<file path="src/rtl/agc_dwell_pkg.sv">
package agc_dwell_pkg;

   // Mode code; the bit pattern is decoded by the dwell timer.
   typedef enum logic [1:0] {
      AGC_OFF   = 2'b00,
      AGC_DW_S  = 2'b01,
      AGC_DW_M  = 2'b10,
      AGC_DW_L  = 2'b11
   } agc_mode_e;

   typedef enum logic {
      GAIN_HIGH = 1'b0,
      GAIN_LOW  = 1'b1
   } gain_e;

endpackage

</file>
<file path="src/rtl/agc_dwell_timer.sv">
module agc_dwell_timer #(
   parameter int K_SHORT = 11,
   parameter int K_MID   = 14,
   parameter int K_LONG  = 20,
   parameter int CNT_W   = 21
) (
   input  logic       clk,
   input  logic       rst_n,
   input  logic       tick,
   input  logic       run,
   input  logic [1:0] mode,
   output logic       expire
);
   import agc_dwell_pkg::*;

   localparam int KW = $clog2(K_LONG + 1);
   localparam logic [CNT_W-1:0] ONE = CNT_W'(1);

   logic [CNT_W-1:0] cnt_q;
   logic [KW-1:0]    k_lat_q;
   logic [KW-1:0]    k_live;
   logic [KW-1:0]    k_use;
   logic [CNT_W-1:0] last;
   logic             at_start;

   always_comb begin
      unique case (agc_mode_e'(mode))
         AGC_DW_M: k_live = KW'(K_MID);
         AGC_DW_L: k_live = KW'(K_LONG);
         default:  k_live = KW'(K_SHORT);
      endcase
   end

   assign at_start = (cnt_q == '0);
   assign k_use    = at_start ? k_live : k_lat_q;
   assign last     = (ONE << k_use) - ONE;
   assign expire   = tick & run & (cnt_q == last);

   always_ff @(posedge clk or negedge rst_n) begin
      if (!rst_n) begin
         cnt_q   <= '0;
         k_lat_q <= KW'(K_SHORT);
      end else if (tick) begin
         if (!run || expire) begin
            cnt_q <= '0;
         end else begin
            cnt_q <= cnt_q + ONE;
         end
         if (run && at_start) begin
            k_lat_q <= k_live;
         end
      end
   end

endmodule

</file>
<file path="src/rtl/agc_gain_fsm.sv">
module agc_gain_fsm (
   input  logic clk,
   input  logic rst_n,
   input  logic tick,
   input  logic active,
   input  logic above_hi,
   input  logic expire,
   output logic gain_low,
   output logic gain_evt
);
   import agc_dwell_pkg::*;

   gain_e st_q;
   logic  evt_q;

   always_ff @(posedge clk or negedge rst_n) begin
      if (!rst_n) begin
         st_q  <= GAIN_HIGH;
         evt_q <= 1'b0;
      end else begin
         evt_q <= 1'b0;
         if (!active) begin
            st_q <= GAIN_HIGH;
         end else if (tick) begin
            if (st_q == GAIN_HIGH && above_hi) begin
               st_q  <= GAIN_LOW;
               evt_q <= 1'b1;
            end else if (st_q == GAIN_LOW && expire) begin
               st_q  <= GAIN_HIGH;
               evt_q <= 1'b1;
            end
         end
      end
   end

   assign gain_low = (st_q == GAIN_LOW);
   assign gain_evt = evt_q;

endmodule

</file>
<file path="src/rtl/agc_dwell_ctrl.sv">
module agc_dwell_ctrl #(
   parameter int K_SHORT = 11,
   parameter int K_MID   = 14,
   parameter int K_LONG  = 20,
   parameter int CNT_W   = 21
) (
   input  logic       clk,
   input  logic       rst_n,
   input  logic       clk_en,
   input  logic       above_hi,
   input  logic       below_lo,
   input  logic [1:0] mode,
   output logic       gain_low,
   output logic       gain_evt
);
   import agc_dwell_pkg::*;

   localparam int K_MAX = (K_LONG > K_MID) ? ((K_LONG > K_SHORT) ? K_LONG : K_SHORT)
                                           : ((K_MID > K_SHORT) ? K_MID : K_SHORT);

   generate
      if (K_SHORT < 1 || K_MID < 1 || K_LONG < 1) begin : g_bad_k
         $error("dwell exponents must be at least 1");
      end
      if (K_MAX >= CNT_W) begin : g_bad_w
         $error("CNT_W must exceed the largest dwell exponent");
      end
      if (K_LONG < K_MAX) begin : g_bad_order
         $error("K_LONG must be the largest dwell exponent");
      end
   endgenerate

   logic active;
   logic run;
   logic expire;

   assign active = (agc_mode_e'(mode) != AGC_OFF);
   assign run    = gain_low & below_lo & active;

   agc_dwell_timer #(
      .K_SHORT (K_SHORT),
      .K_MID   (K_MID),
      .K_LONG  (K_LONG),
      .CNT_W   (CNT_W)
   ) u_timer (
      .clk    (clk),
      .rst_n  (rst_n),
      .tick   (clk_en),
      .run    (run),
      .mode   (mode),
      .expire (expire)
   );

   agc_gain_fsm u_fsm (
      .clk      (clk),
      .rst_n    (rst_n),
      .tick     (clk_en),
      .active   (active),
      .above_hi (above_hi),
      .expire   (expire),
      .gain_low (gain_low),
      .gain_evt (gain_evt)
   );

endmodule

</file>
<file path="config.mk">
export PLATFORM = sky130hd
export DESIGN_NAME = agc_dwell_ctrl
export DESIGN_NICKNAME = d
export VERILOG_FILES = /design/src/rtl/agc_dwell_pkg.sv /design/src/rtl/agc_dwell_timer.sv /design/src/rtl/agc_gain_fsm.sv /design/src/rtl/agc_dwell_ctrl.sv
export SDC_FILE = /design/constraint.sdc
export NUM_CORES = 1
export LEC_CHECK = 0
export CORE_UTILIZATION = 66
export CTS_BUF_LIST = sky130_fd_sc_hd__clkbuf_8
export DETAILED_ROUTE_END_ITERATION = 10
export DONT_BUFFER_PORTS = 1
export GPL_ROUTABILITY_DRIVEN = 0
export PLACE_DENSITY = 0.82
export SETUP_SLACK_MARGIN = 0.15
export SLEW_MARGIN = 0
export SYNTH_ARGS = -nofsm -noshare
export SYNTH_HDL_FRONTEND = slang
export SYNTH_SLANG_ARGS = --single-unit
</file>
<file path="constraint.sdc">
create_clock -name clk -period 4 [get_ports clk]
set_input_delay 0.8 -clock clk [delete_from_list [all_inputs] [get_ports clk]]
set_output_delay 0.8 -clock clk [all_outputs]
set_load 0.05 [all_outputs]
</file>
== Word level (Yosys, flattened, before mapping) ==
Cells that the tools add are included.
Operators by class
  add/subtract/negate cells: 2
  eq/ne operators: 5
  shift-type cells: 1
  mux-type cells: 11
  bitwise gates (word level): 5
  reductions and logical operators: 9
Operators by type and width (count)
  $add 21x1->21 const B: 1
  $eq 21x21->1: 1
  $logic_not 21->1: 1
  $mux 21: 1
  $shl 1x5->21 const A: 1
  $sub 21x1->21 const B: 1
  $pmux 5 s2: 1
  $mux 1: 8
  $mux 5: 1
  $and 1x1->1: 4
  $eq 2x2->1 const B: 2
  $reduce_and 2->1: 2
  $logic_and 1x1->1: 3
  $ne 3x1->1 const B: 1
  $ne 2x2->1 const B: 1
  $reduce_bool 2->1: 1
  $logic_not 1->1: 1
  $logic_or 1x1->1: 1
  $not 1->1: 1
Storage, ports and cells
  flip-flop bits (word level): 28
  input bits: 7
  output and inout port bits: 2
  word-level logic and storage cells: 37

== Logic depth before layout (Yosys ltp) ==
  depth in word-level cells: 12
  mapped depth: 18
  mapped depth without buffers: 16

== Cells and area by module ==
Synthesis repeated with hierarchy kept, for this count alone.
Second synthesis, totals
  cell total of the unflattened synthesis: 237
  area total of the unflattened synthesis: 2035.7 µm²
By module, submodules not included
  agc_dwell_timer: times used 1, cells each 226, area each 1916.8 µm², sequential area each 628.1 µm²
  agc_gain_fsm: times used 1, cells each 9, area each 102.6 µm², sequential area each 50.0 µm²
  agc_dwell_ctrl: times used 1, cells each 2, area each 16.3 µm², sequential area each 0.0 µm²

== Worst setup path before layout ==
No wires, ideal clock.
  path kind: reg2reg
  start point: register u_timer.cnt_q[0]
  end point: register u_timer.cnt_q[0]
  setup time: 0.133 ns
  data arrival time: 3.480 ns
  data required time: 3.867 ns
  slack: 0.388 ns
  stages on the path, launching flop included: 19
  buffers on the path: 3
  period minus slack after synthesis: 3.612 ns
  path through: dfrtp_1 -> inv_1 -> ha_1 -> nor4b_2 -> and2_1 -> nand2_1 -> buf_2 -> nand3_1 -> ha_1 -> buf_2 -> nor4_1 -> o21ai_0 -> nand3_1 -> a21oi_1 -> or4_1 -> nor4_1 -> o2111a_2 -> buf_6 -> o22ai_4
On the way
  word-level cells in the longest chain between the ends: 8
  elaborated cells between the ends (all ways): 9
  classes of those cells: add/sub: 2; eq/ne: 1; shift: 1; mux: 2; bitwise: 1; reduce/logical: 2
Ends and longest elaborated chain
  start, declared: line agc_dwell_timer.sv:19  | logic [CNT_W-1:0] cnt_q;
  start signal, assigned: line agc_dwell_timer.sv:47  | cnt_q <= cnt_q + ONE;
  $logic_not 21->1: line agc_dwell_timer.sv:34  | assign at_start = (cnt_q == '0);
  $mux 5: line agc_dwell_timer.sv:35  | assign k_use = at_start ? k_live : k_lat_q;
  $shl 1x5->21: line agc_dwell_timer.sv:36  | assign last = (ONE << k_use) - ONE;
  $sub 21x1->21: line agc_dwell_timer.sv:36
  $eq 21x21->1: line agc_dwell_timer.sv:37  | assign expire = tick & run & (cnt_q == last);
  $and 1x1->1: line agc_dwell_timer.sv:37
  $logic_or 1x1->1: line agc_dwell_timer.sv:44  | if (!run || expire) begin
  $mux 21 *: line agc_dwell_timer.sv:44
Mark *: on every way between the ends. The rest lies on a longest branch, timed or not.
A chain may end at the register's enable or synchronous reset.

== Final worst setup path ==
  start point: register u_timer.cnt_q[0]
  end point: register u_timer.cnt_q[10]
Same word-level chain as after synthesis.

==> run_results.csv <==
group,metric,value,unit
finish,fin_util,0.733,
floorplan,core-area,3080,sq um
power_and_ir_drop,total_power,769,uW
floorplan,dieHeight,59.1,um
setup_path,criticalPathCategory,"flop to flop",
finish,final_common_cell,"dfrtp_1",
timing,fin_crit,3.74,ns
cts,postCtsHoldBufs,0,
global_routing,track_usage,0.339,
power_and_ir_drop,p_clk_frac,0.211,
global_routing,overflow,0,
power_and_ir_drop,power_frac_seq,0.474,
finish,final-seq-area,678,sq um
detailed_routing,drc,0,
cts,cts_buffer_depth,2,
power_and_ir_drop,combPwrFrac,0.315,
timing,fin_skew,0.00611,ns
yosys,ys_seq_elements,27,
min_path,hold_class,"input pin to async pin",
yosys,ys_seq_area_frac,0.315,
setup_path,cp-start-kind,"flop",
cts,cts.reportedPaths.clkPinSlew,0.10,ns
finish,nets,254,
detailed_routing,drt-pass1-iter-count,6,
timing,hold_viol,0,
finish,antenna_cells,0,
setup_path,reg2reg_slack,0.26,ns
timing,final_max_slew_viol_count,0,
timing,tns,0,ns
global_routing,grt_pass1_vias,1786,
timing,worst_slew_margin_rel,0.435,
cts,clkLatencyLatePin,0.28,ns
power_and_ir_drop,power.density,341,nW/um^2
detailed_routing,vias,1966,
yosys,synth_ff_type,"dfrtp_1",
yosys,avgSynthCellArea,8.72,sq um
timing,rsz0062_at_grt,"false",
setup_path,cp_data_arrival_time,3.87,ns
yosys,synthCells,247,
finish,multiInputGateArea,1350,sq um
detailed_routing,ant_nets,0,
finish,nFillCells,236,
global_routing,grt_max_degree,28,
finish,area_growth,4.76,%
power_and_ir_drop,power.internal,475,uW
floorplan,start_util,0.700,
cts,tritoncts,"built",
yosys,synth.cell_area,2150,sq um
cts,htree_num_levels,1,
power_and_ir_drop,leakage,0.881,nW
placed_design,dp_hpwl,3890,um
yosys,synth.distinct_cells,60,
setup_path,crit_path_end_kind,"flop",
timing,max_freq,0.267,GHz
power_and_ir_drop,switching_share,0.383,
global_routing,grt_pass1_wl,8780,um
timing,whs,0.198,ns
yosys,async_reset_ff_frac,1.00,
detailed_routing,wl_per_cell,18.5,um
flow_run,maxCapViolations,0,
setup_path,cp.required,4.13,ns
timing,worst_pin_slew,0.847,ns
setup_path,cp_max_fo,17,
finish,drive_above_1_share,0.185,
floorplan,die_w,59.1,um
floorplan,std_cell_rows,20,
timing,finalSetupViolations,0,
floorplan,io_pins,9,
global_routing,antenna_found_initial,0,
detailed_routing,drt_iter0_markers,142,
yosys,synthesis.nets,257,
timing,fin_crit_sh,0.935,
cts,clockRootBuffer,"clkbuf_8",
run_status,outcome,"finished clean",
detailed_routing,wirelength,5320,um
power_and_ir_drop,ir_drop,216,uV
cts,clock_sinks,27,
floorplan,die-area,3500,sq um
yosys,yosysWarnings,0,
cts,cts_made_buffers,3,
yosys,synth_edf_count,0,
detailed_routing,avgViaCountPerCell,6.85,
finish,layout_common_cells,"dfrtp_1 (25), nor2_1 (17), nand2_1 (17)",
power_and_ir_drop,netSwitchingPower,294,uW
placed_design,portBuffers,0,
-- Yosys cell counts, drive strengths merged (2+ instances only) --
cell,number,area share
a21oi,12,0.028
nor2,18,0.035
xor2,10,0.041
and2,6,0.017
clkbuf,6,0.010
and3,8,0.023
inv,10,0.017
a21boi,2,0.0070
o21a,2,0.0070
mux2,2,0.010
nand4,4,0.015
nand3,15,0.035
o21ai,10,0.023
buf,12,0.037
o2111ai,3,0.012
nor3,19,0.070
o311ai,2,0.0081
o211ai,2,0.0070
o32ai,3,0.012
ha,3,0.017
xnor2,13,0.053
a31oi,2,0.0058
dfrtp,25,0.29
mux2i,2,0.0093
a311oi,2,0.0081
or4,2,0.0070
nor3b,2,0.0070
nor4,9,0.039
or3,2,0.0058
dfstp,2,0.024
and4,3,0.013
nand2,17,0.030
-- layer usage --
layer  GRT usage  share of wire
met1       0.465           0.40
met2       0.537           0.49
met3      0.0480          0.077
met4       0.139          0.034
met5           0              0
-- cell type report --
cell class | instances | area share
Clock buffer | 3 | 0.0183
Clock inverter | 1 | 0.00333
Inverter | 10 | 0.0166
Multi-Input combinational cell | 192 | 0.598
Sequential cell | 27 | 0.300
Tap cell | 44 | 0.0244
Timing Repair Buffer | 10 | 0.0388
-- sequential cells by signal (all words and copies together), names as in the netlist --
register and count:
u_fsm.gain_evt 1, u_fsm.gain_low 1, u_timer.cnt_q 21, u_timer.k_lat_q 4
-- timing repair --
item                       CTS  global route
pin swaps                    0             1
setup endpoints to repair   17            23
buffers inserted             0             2
gates cloned                 0             0
gates resized for setup      1             4
-- worst max-delay path: stages, from the launching register on --
cell and delay, ns:
dfrtp_1 0.44, inv_2 0.13, ha_1 0.17, nor4b_2 0.23, nand2_1 0.14, o21ai_2 0.21
nor2_1 0.08, inv_1 0.08, ha_2 0.25, o21a_1 0.16, o21ai_0 0.12, nand3_1 0.11
a21oi_1 0.06, or4_1 0.51, nor4_1 0.30, o2111a_2 0.34, buf_12 0.18, nor3_1 0.07
-- worst paths after layout --
path | cells past startpoint | startpoint | endpoint
max in group asynchronous | 0 | rst_n | u_timer.k_lat_q[0]
min in group clk | 2 | u_timer.k_lat_q[0] | u_timer.k_lat_q[0]
max reg2reg | 17 | u_timer.cnt_q[0] | u_timer.cnt_q[10]
min reg2reg | 2 | u_timer.k_lat_q[0] | u_timer.k_lat_q[0]
max | 17 | u_timer.cnt_q[0] | u_timer.cnt_q[10]
min | 0 | rst_n | u_timer.k_lat_q[4]
-- cells by family (layout without fill, tap and decap cells) --
family,count (synthesis),after routing,share of synthesized area
mux,4,4,0.0197
flops,27,27,0.315
simple gates,112,112,0.323
xor+xnor,23,23,0.0935
compound gates,50,50,0.167
fa+ha+maj,3,3,0.0174
buf+inv,28,24,0.0645
-- per-stage QoR --
stage,std cells,instance area (sq um),setup WS [ns]
2_1_floorplan,247,2150,0.388
3_3_place_gp,281,2180,0.378
3_5_place_dp,281,2180,0.109
4_1_cts,285,2230,0.152
5_1_grt,287,2260,0.122
6_report,287,2260,0.261
-- power by group through the flow --
| stage | Sequential (mW) | Combinational (mW) | Clock [mW] |
|---|---|---|---|
| detailed placement | 0.365 | 0.232 | 0 |
| finish | 0.364 | 0.242 | 0.162 |
| floorplan | 0.328 | 0.214 | 0 |
| CTS | 0.359 | 0.233 | 0.166 |
| global placement | 0.362 | 0.221 | 0 |
| global route | 0.369 | 0.263 | 0.175 |
Note: power is estimated with default switching activity, not from simulation.
